File: src/rtl/corr_pkg.sv
package corr_pkg;
  function automatic int sum_width(input int taps);
    return $clog2(taps) + 1;
  endfunction
endpackage

File: src/rtl/corr_kernel_reg.sv
module corr_kernel_reg #(
  parameter int TAPS = 8
) (
  input  logic            clk_i,
  input  logic            ld_en_i,
  input  logic            ld_bit_i,
  output logic [TAPS-1:0] kern_o
);
  logic [TAPS-1:0] kern_q;

  // kept through reset on purpose
  always_ff @(posedge clk_i) begin
    if (ld_en_i) kern_q <= {ld_bit_i, kern_q[TAPS-1:1]};
  end

  assign kern_o = kern_q;
endmodule

File: src/rtl/corr_pe.sv
module corr_pe #(
  parameter int SUM_W = 4
) (
  input  logic             clk_i,
  input  logic             rst_ni,
  input  logic             en_i,
  input  logic             kern_bit_i,
  input  logic             x_i,
  input  logic [SUM_W-1:0] sum_i,
  output logic [SUM_W-1:0] sum_o
);
  logic [SUM_W-1:0] sum_q;

  always_ff @(posedge clk_i or negedge rst_ni) begin
    if (!rst_ni)   sum_q <= '0;
    else if (en_i) sum_q <= sum_i + SUM_W'(kern_bit_i & x_i);
  end

  assign sum_o = sum_q;
endmodule

File: src/rtl/corr_fill_ctrl.sv
module corr_fill_ctrl #(
  parameter int TAPS = 8,
  localparam int CNT_W = $clog2(TAPS + 1)
) (
  input  logic clk_i,
  input  logic rst_ni,
  input  logic ld_en_i,
  input  logic in_valid_i,
  output logic acc_o,
  output logic out_valid_o
);
  logic [CNT_W-1:0] fill_q;
  logic             vld_q;
  logic             acc;
  logic             full_next;

  assign acc       = in_valid_i & ~ld_en_i;
  assign full_next = (fill_q >= CNT_W'(TAPS - 1));

  always_ff @(posedge clk_i or negedge rst_ni) begin
    if (!rst_ni) begin
      fill_q <= '0;
      vld_q  <= 1'b0;
    end else begin
      vld_q <= acc & full_next;
      if (ld_en_i)                            fill_q <= '0;
      else if (acc && fill_q < CNT_W'(TAPS))  fill_q <= fill_q + 1'b1;
    end
  end

  assign acc_o       = acc;
  assign out_valid_o = vld_q;
endmodule

File: src/rtl/bitcorr_array.sv
module bitcorr_array #(
  parameter int TAPS = 8,
  localparam int SUM_W = corr_pkg::sum_width(TAPS)
) (
  input  logic             clk_i,
  input  logic             rst_ni,
  input  logic             ld_en_i,
  input  logic             ld_bit_i,
  input  logic             in_valid_i,
  input  logic             in_bit_i,
  output logic             out_valid_o,
  output logic [SUM_W-1:0] out_sum_o
);
  logic [TAPS-1:0]  kern;
  logic             acc;
  logic [SUM_W-1:0] chain [TAPS+1];

  corr_kernel_reg #(.TAPS(TAPS)) u_kern (
    .clk_i    (clk_i),
    .ld_en_i  (ld_en_i),
    .ld_bit_i (ld_bit_i),
    .kern_o   (kern)
  );

  corr_fill_ctrl #(.TAPS(TAPS)) u_fill (
    .clk_i       (clk_i),
    .rst_ni      (rst_ni),
    .ld_en_i     (ld_en_i),
    .in_valid_i  (in_valid_i),
    .acc_o       (acc),
    .out_valid_o (out_valid_o)
  );

  assign chain[0] = '0;

  for (genvar j = 0; j < TAPS; j++) begin : g_pe
    corr_pe #(.SUM_W(SUM_W)) u_pe (
      .clk_i      (clk_i),
      .rst_ni     (rst_ni),
      .en_i       (acc),
      .kern_bit_i (kern[j]),
      .x_i        (in_bit_i),
      .sum_i      (chain[j]),
      .sum_o      (chain[j+1])
    );
  end

  assign out_sum_o = chain[TAPS];
endmodule

File: config.mk
export PLATFORM = sky130hd
export DESIGN_NAME = bitcorr_array
export DESIGN_NICKNAME = d
export VERILOG_FILES = /design/src/rtl/corr_pkg.sv /design/src/rtl/corr_kernel_reg.sv /design/src/rtl/corr_pe.sv /design/src/rtl/corr_fill_ctrl.sv /design/src/rtl/bitcorr_array.sv
export SDC_FILE = /design/constraint.sdc
export NUM_CORES = 1
export LEC_CHECK = 0
export BUFFER_PORTS_ARGS = -buffer_cell sky130_fd_sc_hd__buf_2
export CORE_MARGIN = 1
export CORE_UTILIZATION = 59
export CTS_CLUSTER_SIZE = 25
export DETAILED_ROUTE_END_ITERATION = 12
export GPL_ROUTABILITY_DRIVEN = 0
export PLACE_DENSITY = 0.78
export SLEW_MARGIN = 0
export SYNTH_ARGS = -nofsm -noshare
export SYNTH_HDL_FRONTEND = slang
export SYNTH_SLANG_ARGS = --single-unit
export TNS_END_PERCENT = 10
File: constraint.sdc
create_clock -name clk_i -period 2.53 [get_ports clk_i]
set_clock_uncertainty 0.1 [all_clocks]
set_input_delay 0 -clock clk_i [delete_from_list [all_inputs] [get_ports clk_i]]
set_output_delay 0 -clock clk_i [all_outputs]
set_load 0.01 [all_outputs]
==> flow_summary_export.csv <==
group,metric,value,unit
yosys,syn_nets,153,
pwr,switchingPower,0.407,mW
pwr,p_total,1.49,mW
timing,setup_violations,0,
timing,fin_crit,1560,ps
pwr,p_int,1.08,mW
setup_path,cp.arrival,1680,ps
cts,cts_tree,"built",
cts,cts_setup_buffers,0,
yosys,async_flop_share,0.795,
pwr,p_sw_frac,0.273,
placed_design,dp.cells,179,
layout,layout_commonest_cell,"dfrtp_1",
timing,worst_pin_slew,679,ps
routing,top_layer,"met4",
pwr,seqPwrFrac,0.569,
setup_path,worst_path_max_delay_cell,"nand2b_4",
timing,fin_ws,972,ps
setup_path,critPathLaunchType,"primary input",
cts,h-tree-depth,2,
yosys,synth_area,1880,sq um
layout,finalNonFillerCells,192,
floorplan,core_area,3030,sq um
floorplan,row_count,20,
yosys,ys_seq_area_frac,0.542,
routing,wl_met2,1210,microns
global_route,gr-total-overflow,0,
routing,wl_per_cell,13.2,microns
yosys,synth_flop_cell,"dfrtp_1",
setup_path,path_class,"primary input to flop",
run,maxCapViolations,0,
layout,syn2layout_area_growth,6.00,%
cts,path_clk_slew,110,ps
timing,hold_viol,0,
setup_path,crit_required,2660,ps
timing,rsz0062_at_grt,"no",
pwr,clkPwrFrac,0.200,
global_route,grt_max_degree,39,
floorplan,num_io_pins,11,
cts,cts-root-buf,"clkbuf_4",
timing,maxSlewHeadroom,0.547,
setup_path,crit_path_end_kind,"flop",
timing,drv_slew,0,
global_route,antenna_found_initial,0,
cts,clk-insertion-delay-late,330,ps
placed_design,hpwl,1750,microns
yosys,synth_warnings,0,
yosys,synth_edf_count,8,
floorplan,initial_core_util,0.619,
routing,routed_wl,2540,microns
routing,drtAntennaViolNets,0,
routing,via_count,967,
floorplan,fp.dieArea,3410,sq um
setup_path,max_stage_delay,540,ps
outcome,status,"completed",
floorplan,die_h,58.4,microns
setup_path,worstPathMaxFanout,38,
layout,drive_gt1_frac,0.270,
cts,clk_path_buf_depth,2,
routing,first_iter_violations,15,
placed_design,port_buffers,10,
pwr,leakagePower,0.957,nW
yosys,syn_inst,133,
routing,drc,0,
timing,period_share,0.616,
floorplan,die_w,58.4,microns
timing,fmax,0.642,GHz
pwr,p_per_area,749,nW/um^2
layout,design_area,1990,sq um
routing,wl_met1,1220,microns
timing,finalSetupTns,0,ps
pwr,peakVddDrop,0.478,mV
layout,nets,167,
worst_hold_path,hp-class,"primary input to async pin",
routing,drt-vias-per-instance,5.04,
routing,dr.pass1.iters,6,
yosys,synth.distinct_cells,21,
setup_path,path_cells,"dlygate4sd3_1 > buf_2 > nand2b_4 > mux2_4",
layout,layout_common_cells,"31 x dfrtp_1, 15 x mux2_4, 14 x ha_1",
pwr,comb_power_share,0.231,
yosys,syn_area_per_cell,14.1,sq um
cts,cts_sinks,39,
global_route,grt_pass1_vias,987,
layout,final_util,0.657,
yosys,yosys_register_bits,39,
placed_design,placed_area,1890,sq um
cts,cts-buffers-inserted,5,
routing,dr_wl_met3,71,microns
timing,whs,121,ps
placed_design,detailedPlace.worstSlack,1000,ps
global_route,grt_first_pass_wirelength,4430,microns
layout,antenna_cells,0,
global_route,grt.total_usage,0.180,
==> synthesized netlist by cell type, drive strengths merged, types with 5 or more instances <==
cell type	instances	area share
and2	7	0.023
buf	8	0.049
dfrtp	31	0.41
edfxtp	8	0.13
ha	14	0.093
mux2	15	0.12
nand2	12	0.024
nand3	5	0.013
nor2	5	0.010
o21ai	11	0.045
xnor2	6	0.028
xor2	5	0.023
==> worst max-delay path: cells and delay by family <==
family                 cells  cell delay, ps
buffers and inverters      2             770
and+or+nand+nor            1             540
muxes                      1             350
==> flip-flops by register name (all words and copies together) (netlist names) <==
register / count
u_fill.fill_q: 4
u_fill.out_valid_o: 1
g_pe.u_pe.sum_o: 26
u_kern.kern_o: 8
==> worst paths after layout <==
path | start | end | slack, ps | cells past startpoint
worst max-delay path | ld_en_i | g_pe[7].u_pe.sum_o[1] | 970 | 4
max in group asynchronous | rst_ni | g_pe[3].u_pe.sum_o[1] | 1760 | 2
worst max register to register | u_kern.kern_o[7] | g_pe[7].u_pe.sum_o[1] | 990 | 4
min in group clk_i | ld_bit_i | u_kern.kern_o[7] | 280 | 2
worst min-delay path | rst_ni | g_pe[1].u_pe.sum_o[1] | 120 | 2
worst min register to register | u_kern.kern_o[3] | u_kern.kern_o[2] | 360 | 0
==> cell type report <==
class,count,area [sq um]
fill,214,1040
sequential,39,1020
multi-input combinational,86,767
timing repair buffer,15,100
tap,44,55.1
clock buffer,7,45.0
clock inverter,1,5.00
==> layer usage <==
metal	global-route usage	vias up
met1	0.234	457
met2	0.282	14
li1	-	489
met4	0.0884	0
met5	0	-
met3	0.0484	7
==> kinds of logic after synthesis <==
family	after synthesis	share of synthesized area
AOI/OAI and AO/OA	13	0.0527
DFF	39	0.542
muxes	16	0.125
and+or+nand+nor	32	0.0861
xor gates and xnor gates	11	0.0514
buffers and inverters	8	0.0494
adders and majority gates	14	0.0934
==> repair_timing <==
action,CTS,global route
hold buffers,5,0
hold endpoints to repair,45,0
resized for setup,0,0
==> power groups by stage <==
stage               Sequential, mW  Clock (mW)  Combinational (mW)
floorplan                    0.835           0               0.303
global placement             0.850           0               0.329
detailed placement           0.860           0               0.345
CTS                          0.847       0.309               0.355
global route                 0.865       0.328               0.390
finish                       0.848       0.297               0.345
No activity file was read; power rests on OpenSTA's default activity.
